===== config.mk =====
export PLATFORM = sky130hd
export DESIGN_NAME = tx_slot_seq
export DESIGN_NICKNAME = d
export VERILOG_FILES = /design/src/rtl/tx_slot_pkg.sv /design/src/rtl/hs_toggle_sync.sv /design/src/rtl/slot_timer.sv /design/src/rtl/slot_fsm.sv /design/src/rtl/stream_gate.sv /design/src/rtl/tx_slot_seq.sv
export SDC_FILE = /design/constraint.sdc
export NUM_CORES = 1
export LEC_CHECK = 0
export ABC_CLOCK_PERIOD_IN_PS = 2400
export BUFFER_PORTS_ARGS = -buffer_cell sky130_fd_sc_hd__buf_4
export CORE_MARGIN = 2
export CORE_UTILIZATION = 44
export CTS_CLUSTER_DIAMETER = 200
export DETAILED_ROUTE_END_ITERATION = 8
export GPL_TIMING_DRIVEN = 0
export PLACE_DENSITY_LB_ADDON = 0.1
export SLEW_MARGIN = 15
export SYNTH_ARGS = -nofsm -noshare
export SYNTH_HDL_FRONTEND = slang
export SYNTH_SLANG_ARGS = --single-unit

===== constraint.sdc =====
create_clock -name clk_i -period 2.4 [get_ports clk_i]
set_input_delay 0.48 -clock clk_i [delete_from_list [all_inputs] [get_ports clk_i]]
set_output_delay 0.48 -clock clk_i [all_outputs]
set_load 0.01 [all_outputs]

===== src/rtl/tx_slot_pkg.sv =====
package tx_slot_pkg;
  typedef enum logic [2:0] {
    SQ_IDLE   = 3'd0,
    SQ_START  = 3'd1,
    SQ_WAIT   = 3'd2,
    SQ_ACTIVE = 3'd3,
    SQ_END    = 3'd4
  } sq_state_e;
endpackage


===== src/rtl/hs_toggle_sync.sv =====
module hs_toggle_sync #(
  parameter int SYNC_STAGES = 2
) (
  input  logic clk_i,
  input  logic rst_ni,
  input  logic async_i,
  output logic change_o
);
  localparam int LAST = SYNC_STAGES;

  // stages [0..SYNC_STAGES-1] synchronise, stage LAST holds previous level
  logic [LAST:0] sh_q;

  always_ff @(posedge clk_i or negedge rst_ni) begin
    if (!rst_ni) sh_q <= '0;
    else         sh_q <= {sh_q[LAST-1:0], async_i};
  end

  assign change_o = sh_q[LAST] ^ sh_q[LAST-1];
endmodule


===== src/rtl/slot_timer.sv =====
module slot_timer #(
  parameter int LIMIT = 16
) (
  input  logic clk_i,
  input  logic rst_ni,
  input  logic run_i,
  output logic expired_o
);
  localparam int CW = $clog2(LIMIT + 1);
  localparam logic [CW-1:0] LIM = CW'(LIMIT);

  logic [CW-1:0] cnt_q;

  always_ff @(posedge clk_i or negedge rst_ni) begin
    if (!rst_ni)             cnt_q <= '0;
    else if (!run_i)         cnt_q <= '0;
    else if (cnt_q != LIM)   cnt_q <= cnt_q + 1'b1;
  end

  assign expired_o = (cnt_q == LIM);
endmodule


===== src/rtl/slot_fsm.sv =====
module slot_fsm
  import tx_slot_pkg::*;
(
  input  logic      clk_i,
  input  logic      rst_ni,
  input  logic      tx_en_i,
  input  logic      hs_change_i,
  input  logic      expired_i,
  output logic      wait_o,
  output logic      open_o,
  output logic      mark_o,
  output logic      sw_n_o,
  output logic      err_o,
  output sq_state_e state_o
);
  sq_state_e state_q, state_d;
  logic      err_q;
  logic      sw_n_q;

  always_comb begin
    state_d = state_q;
    unique case (state_q)
      SQ_IDLE:   if (tx_en_i) state_d = SQ_START;
      SQ_START:  state_d = SQ_WAIT;
      SQ_WAIT: begin
        if (!tx_en_i)                              state_d = err_q ? SQ_IDLE : SQ_END;
        else if (!err_q && !expired_i && hs_change_i) state_d = SQ_ACTIVE;
      end
      SQ_ACTIVE: if (!tx_en_i) state_d = SQ_END;
      SQ_END:    state_d = SQ_IDLE;
      default:   state_d = SQ_IDLE;
    endcase
  end

  always_ff @(posedge clk_i or negedge rst_ni) begin
    if (!rst_ni) begin
      state_q <= SQ_IDLE;
      err_q   <= 1'b0;
      sw_n_q  <= 1'b1;
    end else begin
      state_q <= state_d;
      sw_n_q  <= (state_q != SQ_ACTIVE);
      if (state_q == SQ_IDLE && tx_en_i)               err_q <= 1'b0;
      else if (state_q == SQ_WAIT && expired_i && tx_en_i) err_q <= 1'b1;
    end
  end

  assign wait_o  = (state_q == SQ_WAIT);
  assign open_o  = (state_q == SQ_ACTIVE);
  assign mark_o  = (state_q == SQ_START) || (state_q == SQ_END);
  assign sw_n_o  = sw_n_q;
  assign err_o   = err_q;
  assign state_o = state_q;
endmodule


===== src/rtl/stream_gate.sv =====
module stream_gate #(
  parameter int DATA_W = 16
) (
  input  logic              open_i,
  input  logic              s_valid_i,
  output logic              s_ready_o,
  input  logic [DATA_W-1:0] s_data_i,
  output logic              m_valid_o,
  input  logic              m_ready_i,
  output logic [DATA_W-1:0] m_data_o
);
  assign m_valid_o = open_i & s_valid_i;
  assign s_ready_o = open_i & m_ready_i;
  assign m_data_o  = s_data_i;
endmodule


===== src/rtl/tx_slot_seq.sv =====
module tx_slot_seq
  import tx_slot_pkg::*;
#(
  parameter int DATA_W      = 16,
  parameter int TIMEOUT_CYC = 16,
  parameter int SYNC_STAGES = 2
) (
  input  logic              clk_i,
  input  logic              rst_ni,
  input  logic              tx_en_i,
  input  logic              hs_toggle_i,
  output logic              slot_mark_o,
  output logic              ant_sw_n_o,
  output logic              hs_err_o,
  input  logic              s_valid_i,
  output logic              s_ready_o,
  input  logic [DATA_W-1:0] s_data_i,
  output logic              m_valid_o,
  input  logic              m_ready_i,
  output logic [DATA_W-1:0] m_data_o
);
  logic      hs_change;
  logic      waiting;
  logic      expired;
  logic      slot_open;
  sq_state_e state;

  hs_toggle_sync #(.SYNC_STAGES(SYNC_STAGES)) u_sync (
    .clk_i(clk_i), .rst_ni(rst_ni), .async_i(hs_toggle_i), .change_o(hs_change)
  );

  slot_timer #(.LIMIT(TIMEOUT_CYC)) u_timer (
    .clk_i(clk_i), .rst_ni(rst_ni), .run_i(waiting), .expired_o(expired)
  );

  slot_fsm u_fsm (
    .clk_i(clk_i), .rst_ni(rst_ni), .tx_en_i(tx_en_i), .hs_change_i(hs_change),
    .expired_i(expired), .wait_o(waiting), .open_o(slot_open), .mark_o(slot_mark_o),
    .sw_n_o(ant_sw_n_o), .err_o(hs_err_o), .state_o(state)
  );

  stream_gate #(.DATA_W(DATA_W)) u_gate (
    .open_i(slot_open), .s_valid_i(s_valid_i), .s_ready_o(s_ready_o),
    .s_data_i(s_data_i), .m_valid_o(m_valid_o), .m_ready_i(m_ready_i),
    .m_data_o(m_data_o)
  );
endmodule


# Yosys cells after proc, flatten, opt, wreduce, memory -nomap -nowiden
# Cells that the tools add are included.
# Widths: inputs -> output; s select.
# word_totals
output_inout_bits,21
ff_bits,13
word_cells,41
in_bits,22
# op_classes
n_eq_ne,11
muxes,10
n_reduce_logical,11
bitwise_logic,3
n_addsub,1
# ops
cell,count
$mux 3,5
$pmux 3 s4,1
$mux 5,2
$eq 3x2->1 const B,2
$ne 2x2->1 const B,3
$ne 3x2->1 const B,2
$add 5x1->5 const B,1
$eq 5x5->1 const B,1
$logic_and 1x1->1,5
$ne 5x5->1 const B,1
$eq 3x1->1 const B,1
$eq 3x3->1 const B,1
$logic_not 3->1,1
$reduce_and 3->1,1
$and 1x1->1,2
$logic_not 1->1,2
$mux 1,2
$reduce_bool 2->1,1
$logic_or 1x1->1,1
$xor 1x1->1,1

# Longest topological paths before layout
# depth
word_depth,7
depth_mapped,5
ltp_nobuf,5

# Hierarchy
# From an unflattened synthesis, not the netlist that was laid out.
# hier_totals
hier_cells,72
area_unflattened_um2,750.7
# modules_own_cells
mod,cells_each,seq_area_each_um2,n_inst,area_per_inst_um2
slot_timer,27,125.1,1,279.0
slot_fsm,23,126.4,1,255.2
stream_gate,18,0.0,1,132.6
hs_toggle_sync,4,75.1,1,83.8

# Worst setup path after synthesis
# No wires, ideal clock.
# synth_path
path_type,reg2reg
from,register u_timer.cnt_q[0]
to,"register u_fsm.state_q[0], in the netlist u_fsm.state_o[0]"
required_time_ns,2.332
synth_period_minus_slack_ns,1.305
path_buffers,0
setup_slack_ns,1.095
setup_time_ns,0.068
stages_incl_launch_ff,6
arrival_ns,1.237
cell_sequence,dfrtp_1 inv_1 ha_1 and4bb_4 o311ai_2 and4b_1
# synth_between
elab_chain_len,6
# synth_rtl
element,line,rtl
from (decl),slot_timer.sv:12,logic [CW-1:0] cnt_q;
from (signal assigned),slot_timer.sv:17,else if (cnt_q != LIM) cnt_q <= cnt_q + 1'b1;
$eq 5x5->1,slot_timer.sv:20,assign expired_o = (cnt_q == LIM);
$logic_not 1->1,slot_fsm.sv:27,else if (!err_q && !expired_i && hs_change_i) state_d = SQ_ACTIVE;
$logic_and 1x1->1 (2 in series),slot_fsm.sv:27,
$ne 3x2->1 (no line),--,
$reduce_and 3->1 (no line),--,
to (signal assigned),slot_fsm.sv:41,state_q <= state_d;
to (decl),slot_fsm.sv:16,"sq_state_e state_q, state_d;"
# Every way passes these cells.
# A chain may end at the register's enable or synchronous reset.

# Worst setup path in the final report
# layout_path
from,"register u_fsm.state_q[2], in the netlist u_fsm.state_o[2]"
to,output port m_valid_o
# layout_between
elab_chain_len,2
# layout_rtl
element,line,rtl
$eq 3x2->1,slot_fsm.sv:49,assign open_o = (state_q == SQ_ACTIVE);
$and 1x1->1,stream_gate.sv:12,assign m_valid_o = open_i & s_valid_i;
to (decl),tx_slot_seq.sv:18,"output logic m_valid_o,"
# Every way passes these cells.

==> qor.log <==
[place] count of buffers inserted at the top-level ports 26
[logic_synthesis] Post-Syn Area 698 µm²
[worst_setup_path] count of cells along the worst register-to-register path 5
[cts] clock tree from TritonCTS yes
[power_and_ir_drop] total power of the final layout 0.000634 W
[logic_synthesis] number of warnings reported in the yosys synthesis log 0
[worst_setup_path] category of the critical setup timing path flip-flop to output pin
[sta] fin crit period 1.73 ns
[floorplanning] cell row count 14
[layout] Final Cell Area 941 µm²
[sta] setup total negative slack 0 ns
[sta] number of hold-slack violations in the final timing report 0
[logic_synthesis] number of instances in the synthesized netlist 65
[logic_synthesis] area share of the leading cell type in the synthesized netlist 43.0%
[worst_setup_path] endpoint of the worst-slack reg-to-reg timing path u_fsm.state_o[0]$_DFFE_PN0P_
[floorplanning] die boundary height 43.8 µm
[cts] post-cts sizing count 0
[logic_synthesis] cell taking the most area after synthesis sky130_fd_sc_hd__dfrtp_1
[routing] total wirelength of the detailed-routed design 1250 µm
[logic_synthesis] dominant combinational cell family by area after synthesis buffers and inverters
[power_and_ir_drop] power density relative to cell area 673 nW/µm²
[layout] Total Nets Final 120
[cts] clock-pin transition on the worst setup and hold timing paths 0.09 ns
[place] placed instance area 913 µm²
[run] reported max-cap violation count 0
[cts] Longest Clk Path Bufs 2
[layout] diode count 0
[outcome] status completed
[floorplanning] initial core utilization 46.9%
[cts] number of setup buffers added after CTS 0
[grt] pin count of the biggest net entering global routing 14
[routing] number of DRC violations after detailed routing 0
[worst_setup_path] type of destination of the critical path output pin
[layout] number of filler instances in the final layout 138
[layout] leading cell types in the layout, fill and taps excluded sky130_fd_sc_hd__buf_4, sky130_fd_sc_hd__dfrtp_1, sky130_fd_sc_hd__nor2_1
[cts] insertion delay of the later-clocked pin in the worst-skew pair 0.27 ns
[power_and_ir_drop] static leakage 0.479 nW
[layout] most common cell after layout, fill and taps aside sky130_fd_sc_hd__buf_4
[floorplanning] horizontal die dimension 43.8 µm
[routing] average wire per cell in the routed design 11.2 µm
[cts] hold-fix buffer count after cts 0
[sta] setup repair after global routing missed its margin false
[logic_synthesis] largest cells by area after synthesis sky130_fd_sc_hd__dfrtp_1, sky130_fd_sc_hd__buf_4, sky130_fd_sc_hd__dfstp_2, sky130_fd_sc_hd__xnor2_1, sky130_fd_sc_hd__ha_1
[logic_synthesis] Synth Register Bits 13
[logic_synthesis] net count after synthesis 89
[logic_synthesis] register area share after synthesis 46.8%
[worst_setup_path] critical-path maximum fanout 6
[worst_setup_path] worst setup slack for register-to-register paths 0.99 ns
[logic_synthesis] synthesized area per cell 10.7 µm²
[place] HPWL Detailed 1010 µm
[sta] clock skew after layout 0.00945 ns
[worst_setup_path] data required time of the critical path 1.92 ns
[grt] wire length of the first global-routing pass 1960 µm
[routing] vias per cell 4.81
[routing] First DRT Iteration DRCs 7
[grt] final global-route overflow total 0
[logic_synthesis] area fraction in and, or, nand and nor cells after synthesis 14.5%
[worst_setup_path] startpoint of the worst-slack reg-to-reg timing path u_timer.cnt_q[0]$_DFFE_PN0P_
[layout] Layout area overhead 34.8%
[logic_synthesis] synthesized-area fraction occupied by ao, oa, aoi and oai cells 5.73%
[cts] number of H-tree levels 1
[sta] count of final setup violators 0
[floorplanning] Die Area 1920 µm²
[sta] upper clock frequency limit 0.578 GHz
[power_and_ir_drop] worst ir drop on vdd 0.000502 V
[cts] total clock buffers created by CTS 3
[sta] final max-slew violation count 0
[place] final weighted congestion in routability-driven placement 0.683
[routing] TritonRoute pass-1 iters 3
[floorplanning] CORE AREA 1490 µm²
[sta] Least-Margin Pin Slew 0.369 ns
[sta] Slew Limit Headroom 74.8%
[logic_synthesis] Post-Synth Adder-Cell Area 3.58%
[logic_synthesis] mux share of post-synthesis cell area 1.43%
[worst_setup_path] Worst setup SP type flip-flop
[routing] antenna violation net count after detailed routing 0
[worst_setup_path] arrival time of the worst setup path 1.25 ns
[grt] initial antenna violation count 0
[worst_hold_path] Hold Crit Class primary input to async pin
[grt] GRT Overall Usage 13.6%
[floorplanning] num ports 43
[logic_synthesis] xor/xnor cell area share of the yosys netlist 8.60%
[grt] number of global-route vias before repair 479
[routing] routed vias 534
[sta] fin crit share 72.0%
[logic_synthesis] count of distinct cell types in the synthesized netlist 22
[cts] Clock Root Buffer sky130_fd_sc_hd__clkbuf_4
[cts] clock sink total 13
[layout] fraction of layout instances using a drive strength above 1 53.7%
-- per-layer routing --
layer	routed length, µm	GRT usage (%)	vias to the layer above
met2	605	24.1	34
met3	173	3.75	0
met4	0	3.64	0
li1	-	-	257
met5	0	0	-
met1	466	16.0	243
-- layout make-up --
cell class              instances  area [µm²]  area share [%]
plain buffers                  16         120            12.8
clock buffers                   3        22.5            2.39
clock inverters                 1        5.00           0.532
inverters                       4        15.0            1.60
multi-input cells              32         236            25.1
flip-flops and latches         13         327            34.7
well taps                      16        20.0            2.13
repair buffers                 26         195            20.7
-- synthesized netlist by cell type (all sizes together) --
cell	n
nand2	4
and4bb	1
o311ai	1
nor3	1
nor2b	1
and3	2
nor2	5
and4b	1
xnor2	4
dfstp	1
nand3	2
nor3b	1
ha	2
mux2i	1
a2111oi	1
a21oi	3
inv	4
xor2	2
buf	16
dfrtp	12
-- worst max-delay path, stage by stage (launching register included) --
cell                      delay, ns
sky130_fd_sc_hd__dfrtp_1       0.44
sky130_fd_sc_hd__nor2b_1       0.24
sky130_fd_sc_hd__and3_1        0.19
sky130_fd_sc_hd__buf_4         0.11
-- flip-flops by register name, indices dropped and copies added, names as in the netlist --
| name | count |
|---|---|
| u_timer.cnt_q | 5 |
| u_fsm.state_o | 3 |
| u_sync.sh_q | 3 |
| u_fsm.err_o | 1 |
| u_fsm.sw_n_o | 1 |
-- power breakdown --
group          internal, W  switching, W  total (W)
combinational     0.000110     0.0000968   0.000206
sequential        0.000254     0.0000382   0.000292
clock            0.0000616     0.0000732   0.000135
total             0.000425      0.000208   0.000634
-- how the worst max path moves through the flow --
stage	slack, ns	startpoint	endpoint
2_1_floorplan	1.10	u_timer.cnt_q[0]$_DFFE_PN0P_	u_fsm.state_o[0]$_DFFE_PN0P_
3_3_place_gp	0.97	u_fsm.state_o[1]$_DFFE_PN0P_	s_ready_o
3_5_place_dp	0.95	u_fsm.state_o[1]$_DFFE_PN0P_	m_valid_o
4_1_cts	0.65	u_fsm.state_o[1]$_DFFE_PN0P_	m_valid_o
5_1_grt	0.55	u_fsm.state_o[1]$_DFFE_PN0P_	m_valid_o
6_report	0.67	u_fsm.state_o[2]$_DFFE_PN0P_	m_valid_o
-- per-stage QoR --
stage / setup WS, ns / cells / util, % / hold slack [ns]
floorplan: 1.10 / 65 / - / 0.184
global placement: 0.972 / 107 / 61.3 / 0.329
detailed placement: 0.945 / 107 / 61.3 / 0.331
CTS: 0.649 / 111 / 63.2 / 0.0347
global route: 0.551 / 111 / 63.2 / 0.0304
finish: 0.671 / 111 / 63.2 / 0.0289
-- kinds of logic (layout without fill, tap and decap cells) --
group / after synthesis / after routing
xor gates and xnor gates: 6 / 6
buffers and inverters: 20 / 50
AOI/OAI and AO/OA: 5 / 5
adders and majority gates: 2 / 2
and+or+nand+nor: 18 / 18
DFF: 13 / 13
muxes: 1 / 1
Power figures use the tool's default switching activity.
